--- src/rtl/pa_pkg.sv ---
package pa_pkg;
  typedef enum logic [1:0] {
    OP_NONE  = 2'd0,
    OP_WIPE  = 2'd1,
    OP_ALLOC = 2'd2,
    OP_ENQ   = 2'd3
  } pa_op_e;
endpackage

--- src/rtl/pa_slot_table.sv ---
module pa_slot_table #(
  parameter int NUM_SLOTS = 8,
  parameter int NUM_PAGES = 16,
  parameter int FIELD_W   = 4,
  localparam int SLOT_W = $clog2(NUM_SLOTS),
  localparam int PG_W   = $clog2(NUM_PAGES + 1)
) (
  input  logic               clk,
  input  logic               rst_n,
  input  logic               clr,
  input  logic               grant,
  input  logic [FIELD_W-1:0] grant_field,
  input  logic               rel,
  input  logic [SLOT_W-1:0]  rel_slot,
  output logic [PG_W-1:0]    free_cnt,
  output logic [SLOT_W-1:0]  free_slot,
  output logic               have_slot
);
  logic [NUM_SLOTS-1:0] used;
  logic [PG_W-1:0]      span [NUM_SLOTS];
  logic [PG_W-1:0]      taken;

  function automatic logic [PG_W-1:0] pages_of(input logic [FIELD_W-1:0] f);
    return PG_W'(f) + PG_W'(1);
  endfunction

  always_ff @(posedge clk or negedge rst_n) begin
    if (!rst_n) begin
      used <= '0;
      for (int s = 0; s < NUM_SLOTS; s++) span[s] <= '0;
    end else if (clr) begin
      used <= '0;
    end else begin
      for (int s = 0; s < NUM_SLOTS; s++) begin
        if (grant && free_slot == SLOT_W'(s)) begin
          used[s] <= 1'b1;
          span[s] <= pages_of(grant_field);
        end else if (rel && rel_slot == SLOT_W'(s)) begin
          used[s] <= 1'b0;
        end
      end
    end
  end

  always_comb begin
    taken     = '0;
    free_slot = '0;
    for (int s = 0; s < NUM_SLOTS; s++)
      if (used[s]) taken = taken + span[s];
    for (int s = NUM_SLOTS - 1; s >= 0; s--)
      if (!used[s]) free_slot = SLOT_W'(s);
  end

  assign have_slot = ~&used;
  assign free_cnt  = PG_W'(NUM_PAGES) - taken;
endmodule

--- src/rtl/pa_tx_fifo.sv ---
module pa_tx_fifo #(
  parameter int DEPTH  = 8,
  parameter int DATA_W = 3,
  localparam int PTR_W = $clog2(DEPTH),
  localparam int CNT_W = $clog2(DEPTH + 1)
) (
  input  logic              clk,
  input  logic              rst_n,
  input  logic              clr,
  input  logic              push,
  input  logic [DATA_W-1:0] push_data,
  input  logic              pop,
  output logic              valid,
  output logic              full,
  output logic [DATA_W-1:0] head
);
  logic [DATA_W-1:0] mem [DEPTH];
  logic [PTR_W-1:0]  wr_ptr, rd_ptr;
  logic [CNT_W-1:0]  count;
  logic              do_push, do_pop;

  assign valid   = count != '0;
  assign full    = count == CNT_W'(DEPTH);
  assign do_push = push & ~full;
  assign do_pop  = pop & valid;
  assign head    = mem[rd_ptr];

  function automatic logic [PTR_W-1:0] step(input logic [PTR_W-1:0] p);
    return (p == PTR_W'(DEPTH - 1)) ? '0 : p + PTR_W'(1);
  endfunction

  always_ff @(posedge clk or negedge rst_n) begin
    if (!rst_n) begin
      wr_ptr <= '0;
      rd_ptr <= '0;
      count  <= '0;
      for (int i = 0; i < DEPTH; i++) mem[i] <= '0;
    end else if (clr) begin
      wr_ptr <= '0;
      rd_ptr <= '0;
      count  <= '0;
    end else begin
      if (do_push) begin
        mem[wr_ptr] <= push_data;
        wr_ptr      <= step(wr_ptr);
      end
      if (do_pop) rd_ptr <= step(rd_ptr);
      count <= count + CNT_W'(do_push) - CNT_W'(do_pop);
    end
  end
endmodule

--- src/rtl/pkt_page_alloc.sv ---
module pkt_page_alloc #(
  parameter int NUM_SLOTS  = 8,
  parameter int NUM_PAGES  = 16,
  parameter int FIELD_W    = 4,
  parameter int MAX_FIELD  = 7,
  parameter int WIPE_CYC   = 4,
  localparam int SLOT_W = $clog2(NUM_SLOTS),
  localparam int PG_W   = $clog2(NUM_PAGES + 1),
  localparam int WC_W   = $clog2(WIPE_CYC + 1)
) (
  input  logic               clk,
  input  logic               rst_n,
  input  logic               cmd_valid,
  input  logic [1:0]         cmd_op,
  input  logic [FIELD_W-1:0] cmd_arg,
  input  logic               auto_rel,
  input  logic               mask_we,
  input  logic [1:0]         mask_in,
  input  logic [1:0]         stat_clr,
  input  logic               tx_done,
  input  logic               tx_ok,
  input  logic [SLOT_W-1:0]  tx_pkt,
  input  logic               txq_pop,
  output logic               busy,
  output logic [SLOT_W-1:0]  res_pkt,
  output logic               res_fail,
  output logic [1:0]         int_stat,
  output logic               irq,
  output logic [PG_W-1:0]    free_pages,
  output logic               txq_valid,
  output logic [SLOT_W-1:0]  txq_pkt
);
  import pa_pkg::*;

  pa_op_e             op;
  logic [WC_W-1:0]    wipe_cnt;
  logic               cmd_hold;
  logic               accept, cmd_take, wipe_cmd, alloc_cmd, enq_cmd;
  logic               pend, req_on, fits, grant_evt, fail_evt;
  logic [FIELD_W-1:0] pend_f, req_f;
  logic               enq_ok, q_full, q_push, rel_evt;
  logic [1:0]         mask;
  logic [SLOT_W-1:0]  free_slot;
  logic               have_slot;

  function automatic logic [PG_W-1:0] pages_of(input logic [FIELD_W-1:0] f);
    return PG_W'(f) + PG_W'(1);
  endfunction

  function automatic logic too_big(input logic [FIELD_W-1:0] f);
    return f > FIELD_W'(MAX_FIELD);
  endfunction

  assign op        = pa_op_e'(cmd_op);
  assign busy      = (wipe_cnt != '0) | cmd_hold;
  assign accept    = cmd_valid & ~busy;
  assign cmd_take  = accept & (op == OP_ALLOC || op == OP_ENQ);
  assign wipe_cmd  = accept & (op == OP_WIPE);
  assign alloc_cmd = accept & (op == OP_ALLOC) & ~pend;
  assign enq_cmd   = accept & (op == OP_ENQ);

  assign req_on    = alloc_cmd | pend;
  assign req_f     = alloc_cmd ? cmd_arg : pend_f;
  assign fail_evt  = alloc_cmd & (too_big(cmd_arg) | ~have_slot);
  assign fits      = pages_of(req_f) <= free_pages;
  assign grant_evt = req_on & ~fail_evt & fits & have_slot & ~wipe_cmd;
  assign rel_evt   = tx_done & tx_ok & auto_rel & ~wipe_cmd;
  assign q_push    = enq_cmd & enq_ok & ~q_full;

  pa_slot_table #(
    .NUM_SLOTS(NUM_SLOTS), .NUM_PAGES(NUM_PAGES), .FIELD_W(FIELD_W)
  ) i_slots (
    .clk, .rst_n,
    .clr         (wipe_cmd),
    .grant       (grant_evt),
    .grant_field (req_f),
    .rel         (rel_evt),
    .rel_slot    (tx_pkt),
    .free_cnt    (free_pages),
    .free_slot   (free_slot),
    .have_slot   (have_slot)
  );

  pa_tx_fifo #(.DEPTH(NUM_SLOTS), .DATA_W(SLOT_W)) i_txq (
    .clk, .rst_n,
    .clr       (wipe_cmd),
    .push      (q_push),
    .push_data (res_pkt),
    .pop       (txq_pop),
    .valid     (txq_valid),
    .full      (q_full),
    .head      (txq_pkt)
  );

  always_ff @(posedge clk or negedge rst_n) begin
    if (!rst_n) begin
      wipe_cnt <= '0;
      cmd_hold <= 1'b0;
      pend     <= 1'b0;
      pend_f   <= '0;
      res_pkt  <= '0;
      res_fail <= 1'b0;
      enq_ok   <= 1'b0;
      int_stat <= '0;
      mask     <= '0;
    end else if (wipe_cmd) begin
      wipe_cnt <= WC_W'(WIPE_CYC);
      cmd_hold <= 1'b0;
      pend     <= 1'b0;
      res_pkt  <= '0;
      res_fail <= 1'b0;
      enq_ok   <= 1'b0;
      int_stat <= '0;
      mask     <= '0;
    end else begin
      if (wipe_cnt != '0) wipe_cnt <= wipe_cnt - WC_W'(1);
      cmd_hold <= cmd_take;
      if (grant_evt || fail_evt) pend <= 1'b0;
      else if (alloc_cmd) begin
        pend   <= 1'b1;
        pend_f <= cmd_arg;
      end
      if (grant_evt) begin
        res_pkt  <= free_slot;
        res_fail <= 1'b0;
        enq_ok   <= 1'b1;
      end else if (fail_evt) begin
        res_pkt  <= '0;
        res_fail <= 1'b1;
        enq_ok   <= 1'b0;
      end else if (q_push) begin
        enq_ok   <= 1'b0;
      end
      int_stat <= (int_stat & ~stat_clr) | {tx_done, grant_evt | fail_evt};
      if (mask_we) mask <= mask_in;
    end
  end

  assign irq = |(int_stat & mask);
endmodule

--- config.mk ---
export PLATFORM = sky130hd
export DESIGN_NAME = pkt_page_alloc
export DESIGN_NICKNAME = d
export VERILOG_FILES = /design/src/rtl/pa_pkg.sv /design/src/rtl/pa_slot_table.sv /design/src/rtl/pa_tx_fifo.sv /design/src/rtl/pkt_page_alloc.sv
export SDC_FILE = /design/constraint.sdc
export NUM_CORES = 1
export LEC_CHECK = 0
export BUFFER_PORTS_ARGS = -buffer_cell sky130_fd_sc_hd__buf_2
export CORE_ASPECT_RATIO = 1.2
export CORE_MARGIN = 2
export CORE_UTILIZATION = 43
export DETAILED_ROUTE_END_ITERATION = 10
export GPL_TIMING_DRIVEN = 0
export PLACE_DENSITY_LB_ADDON = 0.05
export SYNTH_ARGS = -nofsm -noshare
export SYNTH_HDL_FRONTEND = slang
export SYNTH_SLANG_ARGS = --single-unit
--- constraint.sdc ---
create_clock -name clk -period 11 [get_ports clk]
set_input_delay 3.3 -clock clk [delete_from_list [all_inputs] [get_ports clk]]
set_output_delay 3.3 -clock clk [all_outputs]
set_load 0.02 [all_outputs]
* Word-level counts from Yosys, hierarchy flattened
Cells that the tools add are included.
** Word-level totals
- Register bits :: 100
- Bits of input ports :: 21
- Output and inout bits :: 17
- Logic and storage cells :: 226
** Operators by class
- Add/sub/neg operators :: 14
- Magnitude comparators :: 5
- Equal/unequal tests :: 20
- Multiplexer cells :: 66
- Bitwise gates (word level) :: 34
- Reductions and logical operators :: 51
** Operators by type and width (count)
- $mux 3 :: 22
- $mux 5 :: 8
- $add 5x5->5 :: 7
- $reduce_bool 3->1 :: 11
- $eq 3x3->1 const B :: 10
- $mux 1 :: 27
- $bwmux 24 :: 1
- $reduce_and 2->1 :: 10
- $and 1x1->1 :: 18
- $logic_and 1x1->1 :: 17
- $eq 3x2->1 const B :: 4
- $bmux 3 s3 :: 1
- $demux 3 s3 :: 1
- $ge 4x4->1 const B :: 2
- $mux 4 :: 2
- $mux 8 :: 1
- $not 3->4 :: 2
- $reduce_and 8->1 :: 1
- $reduce_bool 2->1 :: 4
- $reduce_bool 4->1 :: 2
- $add 3x1->3 const B :: 2
- $eq 3x1->1 const B :: 2
- $logic_not 3->1 :: 2
- $mux 2 :: 3
- other kinds (19) :: 30

* Longest topological paths before layout
- Depth after elaboration :: 23
- Gate-level depth with buffers :: 46
- Mapped depth without buffers :: 44

* Modules after synthesis
From an unflattened synthesis, not the netlist that was laid out.
** Unflattened totals
- Cells, all modules :: 632
- Area total of the unflattened synthesis :: 6751.5 um^2
** Modules (own cells, without submodules)
- pa_slot_table :: instances 1, cells an instance 386, area each 3751.1 um^2, seq. area each 1201.2 um^2
- pa_tx_fifo :: instances 1, cells an instance 134, area each 1835.5 um^2, seq. area each 850.8 um^2
- pkt_page_alloc :: instances 1, cells an instance 112, area each 1164.9 um^2, seq. area each 450.4 um^2

* Worst setup path after synthesis
Ideal clock, no wire load.
- Path type :: reg-to-output
- From :: reg i_slots.used[0]
- To :: out free_pages[4]
- Arrival time :: 7.197 ns
- Data required time :: 7.700 ns
- Path slack :: 0.503 ns
- Cell stages (with the launch flop) :: 33
- Cell sequence :: dfrtp_1 -> buf_2 -> nand2_1 -> inv_1 -> ha_1 -> inv_1 -> fa_1 -> mux2i_2 -> inv_1 -> fa_1 -> nand2_1 -> o21ai_0 -> fa_1 -> nand2_1 -> o221ai_2 -> fa_1 -> mux2i_1 -> fa_1 -> nand2b_1 -> o21a_1 -> inv_1 -> fa_1 -> o21ai_0 -> o31a_1 -> inv_1 -> fa_1 -> nand2b_1 -> a21oi_1 -> xor2_1 -> nand2_1 -> xor2_1 -> xnor3_1 -> xnor2_1
** Between the ends
- Word-level cells in the longest chain between the ends :: 16
** RTL lines
- from (decl) :: RTL line pa_slot_table.sv:19 : logic [NUM_SLOTS-1:0] used;
- from (signal assigned) :: RTL line pa_slot_table.sv:29 : used <= '0;
- from (signal assigned) :: RTL line pa_slot_table.sv:32 : used <= '0;
- from (signal, indexed assignment) :: RTL line pa_slot_table.sv:36 : used[s] <= 1'b1;
- $mux 5 (*) :: RTL line pa_slot_table.sv:49 : if (used[s]) taken = taken + span[s];
- $add 5x5->5 :: RTL line pa_slot_table.sv:49
- $mux 5 (*) :: RTL line pa_slot_table.sv:49
- $add 5x5->5 :: RTL line pa_slot_table.sv:49
- $mux 5 (*) :: RTL line pa_slot_table.sv:49
- $add 5x5->5 :: RTL line pa_slot_table.sv:49
- $mux 5 (*) :: RTL line pa_slot_table.sv:49
- $add 5x5->5 :: RTL line pa_slot_table.sv:49
- $mux 5 (*) :: RTL line pa_slot_table.sv:49
- $add 5x5->5 :: RTL line pa_slot_table.sv:49
- $mux 5 (*) :: RTL line pa_slot_table.sv:49
- $add 5x5->5 :: RTL line pa_slot_table.sv:49
- $mux 5 (*) :: RTL line pa_slot_table.sv:49
- $add 5x5->5 :: RTL line pa_slot_table.sv:49
- $mux 5 (*) :: RTL line pa_slot_table.sv:49
- $sub 5x5->5 (*) :: RTL line pa_slot_table.sv:55 : assign free_cnt = PG_W'(NUM_PAGES) - taken;
- to (decl) :: RTL line pkt_page_alloc.sv:29 : output logic [PG_W-1:0] free_pages,
Mark *: on every way between the ends. The rest lies on a longest branch, timed or not.

* Final worst setup path
Same ends and word-level chain as after synthesis.

==> results by group <==
Clocking
  – Clock slew seen by the registers of the worst setup and hold paths: 0.07 ns
  – Clk_lat worst skew: 0.35 ns
  – CTS tree: built
  – TritonCTS buffer count: 9
  – Hold Buf Count CTS: 0
  – Clk buf depth: 2
  – H-tree levels: 3
  – Root Driver: clkbuf_16
  – Clock sinks: 100

Power
  – Lkg Pwr: 3.82 nW
  – Peak VDD IR: 0.0670 mV
  – PD cells: 140 nW/um^2

Synth
  – Most used flip-flop cell after synthesis: dfrtp_1
  – Cells after synthesis: 603
  – Seq cells post-synth: 100
  – Yosys Warn Count: 0
  – Syn Area/Cell: 10.8 sq um
  – Sequential area share after synthesis: 0.383
  – EDFF count, synth: 0
  – Synth Net Count: 679
  – Async set-reset flop share out of synthesis: 1.00
  – Netlist cell types: 68
  – Synth Cell Area: 6540 sq um

Global route
  – Vias in the first global route: 4887
  – Gr ovfl total: 0
  – Largest net degree at the start of global routing: 59
  – GRT Total Usage: 0.205
  – First-pass GRT wire length: 25600 microns
  – Antenna violations before repair: 0

Worst setup path
  – Reg-to-Reg Start: i_slots.used[0]
  – Crit path launch type: register
  – Worst setup path category: register to output port
  – CP arrival: 7.43 ns
  – Max stage delay cell, worst path: fa_2
  – Max incr delay on CP: 0.53 ns
  – Worst Path Required: 7.70 ns
  – Worst Setup SP: i_slots.used[0]
  – Worst Path Max Fanout: 3
  – CP endpoint kind: output port

Final layout
  – Layout Cells excl Fill: 887
  – ANT cells: 0
  – Layout cells sized above 1: 0.351
  – Area growth syn-to-layout: 19.6%
  – Final #Nets: 754

Place
  – DPL Wire Length: 11400 microns
  – GPL Wtd Cong: 0.809
  – Port Buffer Count: 37
  – Placed instance count: 845

Die
  – Die extent in y: 139 microns
  – Die area: 16200 sq um
  – # IOs: 38
  – Core footprint: 14900 sq um
  – Row count: 49
  – Die W: 117 microns
  – Initial core utilization: 0.439

Timing
  – Sum Neg Setup Slack: 0 ns
  – Final setup fails: 0
  – Fin crit share: 0.975
  – Fin. max-slew vios: 0
  – Worst Clk Skew: 0.00841 ns
  – Worst slew pin tran: 1.18 ns
  – Final min period: 10.73 ns
  – Final Hold Violating Endpoints: 0
  – Slew HR: 0.205
  – Max frequency: 93.2 MHz

Hold path
  – Hold crit path type: register to register
  – HP Start: i_txq.mem[10]

Routing
  – ANT nets after route: 0
  – Detailed Routing Iterations Pass 1: 4
  – DRC viols: 0
  – Vias per inst: 5.39
  – Mean routed wirelength per cell: 18.0 microns
  – Vias: 4784
  – Final WL: 15900 microns
  – DR iter-0 viols: 233

Flow run
  – Max Cap Viol: 0

Run status
  – Outcome: finished clean
-- cells by family (layout without fill, tap and decap cells) --
| logic type | count (synthesis) | after routing | synth area share |
|---|---|---|---|
| and+or+nand+nor | 160 | 160 | 0.137 |
| DFF | 100 | 100 | 0.383 |
| AOI/OAI and AO/OA | 97 | 97 | 0.107 |
| muxes | 93 | 93 | 0.172 |
| buffers and inverters | 68 | 148 | 0.0417 |
| adders and majority gates | 55 | 55 | 0.114 |
| xor gates and xnor gates | 30 | 30 | 0.0456 |
-- synth_stat cells (3+ instances only) --
master      n  area [sq um]
nor3_1      8          40.0
ha_1       47           588
nor2b_1     4          25.0
mux2_2     71           800
inv_1      48           180
a22o_1      3          26.3
dfrtp_1   100          2500
mux2i_1    10           100
and2_1      6          37.5
a31o_2      6          52.6
clkbuf_1   12          45.0
a21oi_1    22           110
o21a_1      9          67.6
o21ai_0    15          75.1
nand2b_1   19           119
xnor2_1    12           105
buf_2       5          25.0
nand3_1    15          75.1
o211ai_1    4          30.0
a211oi_1    3          22.5
nor2_1     33           124
mux2_4      5          75.1
a21o_1     10          75.1
o221ai_1    3          26.3
nand3b_1    5          37.5
nand2_1    46           173
mux4_2      6           135
fa_1        8           160
o311ai_0    4          35.0
or2_2       3          18.8
xor2_1     15           131
-- power by group --
group,leakage (nW),internal (mW),switching (mW)
registers,1.36,0.406,0.0287
clock network,0.137,0.168,0.141
logic,2.32,0.148,0.199
total,3.82,0.722,0.369
-- layer usage --
metal / GRT usage / wire, microns / part of all wire / up-vias
met4: 0.0836 / 452 / 0.028 / 0
met5: 0 / 0 / 0 / -
met2: 0.361 / 8420 / 0.53 / 66
met1: 0.253 / 6720 / 0.42 / 2401
li1: - / - / - / 2289
met3: 0.0236 / 322 / 0.020 / 28
-- worst paths after layout --
| kind | to | cells after the start | slack [ns] |
|---|---|---|---|
| max | free_pages[4] | 35 | 0.27 |
| min | i_txq.mem[10] | 1 | 0.51 |
| max reg2reg | i_slots.span[32] | 42 | 2.02 |
| min reg2reg | i_txq.mem[10] | 1 | 0.51 |
| max in group asynchronous | i_slots.span[25] | 2 | 7.34 |
| min in group asynchronous | int_stat[1] | 1 | 2.95 |
-- layout make-up --
type,count,area (sq um)
flip-flops and latches,100,2500
multi-input cells,435,4080
clock buffers,14,264
plain buffers,20,98.8
repair buffers,64,420
inverters,48,180
well taps,204,255
fillers,1379,7080
clock inverters,2,17.5
-- placed cells by master, fill, tap and decap left out, types with 10 or more instances in the layout --
cell and count:
dfrtp_1 100, mux2_2 69, nand2_1 43, inv_1 42, buf_2 39, ha_1 37
nor2_1 33, buf_4 27, a21oi_1 16, clkbuf_1 15, nand2b_1 15, nand3_1 14
xor2_1 13, o21ai_0 11, a21o_1 10
-- stage by stage --
step                      worst slack [ns]  area, sq um  power (mW)  hold WS (ns)  utilization
after detailed placement            -0.498         7010       0.775         0.496        0.470
after CTS                           0.0106         7570        1.10         0.511        0.508
after global routing               -0.0495         7820        1.17         0.521        0.525
after floorplan                      0.503         6540       0.670         0.474            -
final                                0.274         7820        1.09         0.507        0.525
after global placement              -0.501         6980       0.760         0.483        0.468
-- critical path: cells and delay by family (launching register included) --
family	cells	cell delay (ns)
simple gates	5	0.38
buf+inv	6	0.57
flops	1	0.39
xor+xnor	5	1.02
mux	4	0.94
fa+ha+maj	8	2.84
compound gates	7	0.91
-- flip-flops by register name (all words and copies together) (netlist names) --
name and flops:
enq_ok 1, wipe_cnt 3, res_pkt 3, i_txq.count 4, i_txq.mem 24, pend 1, i_slots.used 8, int_stat 2
i_txq.rd_ptr 3, i_slots.span 40, cmd_hold 1, res_fail 1, pend_f 4, mask 2, i_txq.wr_ptr 3
-- timing repair --
action                                  in CTS  in global routing
endpoints found under the setup margin       3                  2
buffers inserted                            16                 10
gates resized for setup                     28                 36
pin swaps                                   15                 34
hold endpoints to repair                     0                  0
cloned                                       0                  0
No activity file was read; power rests on OpenSTA's default activity.
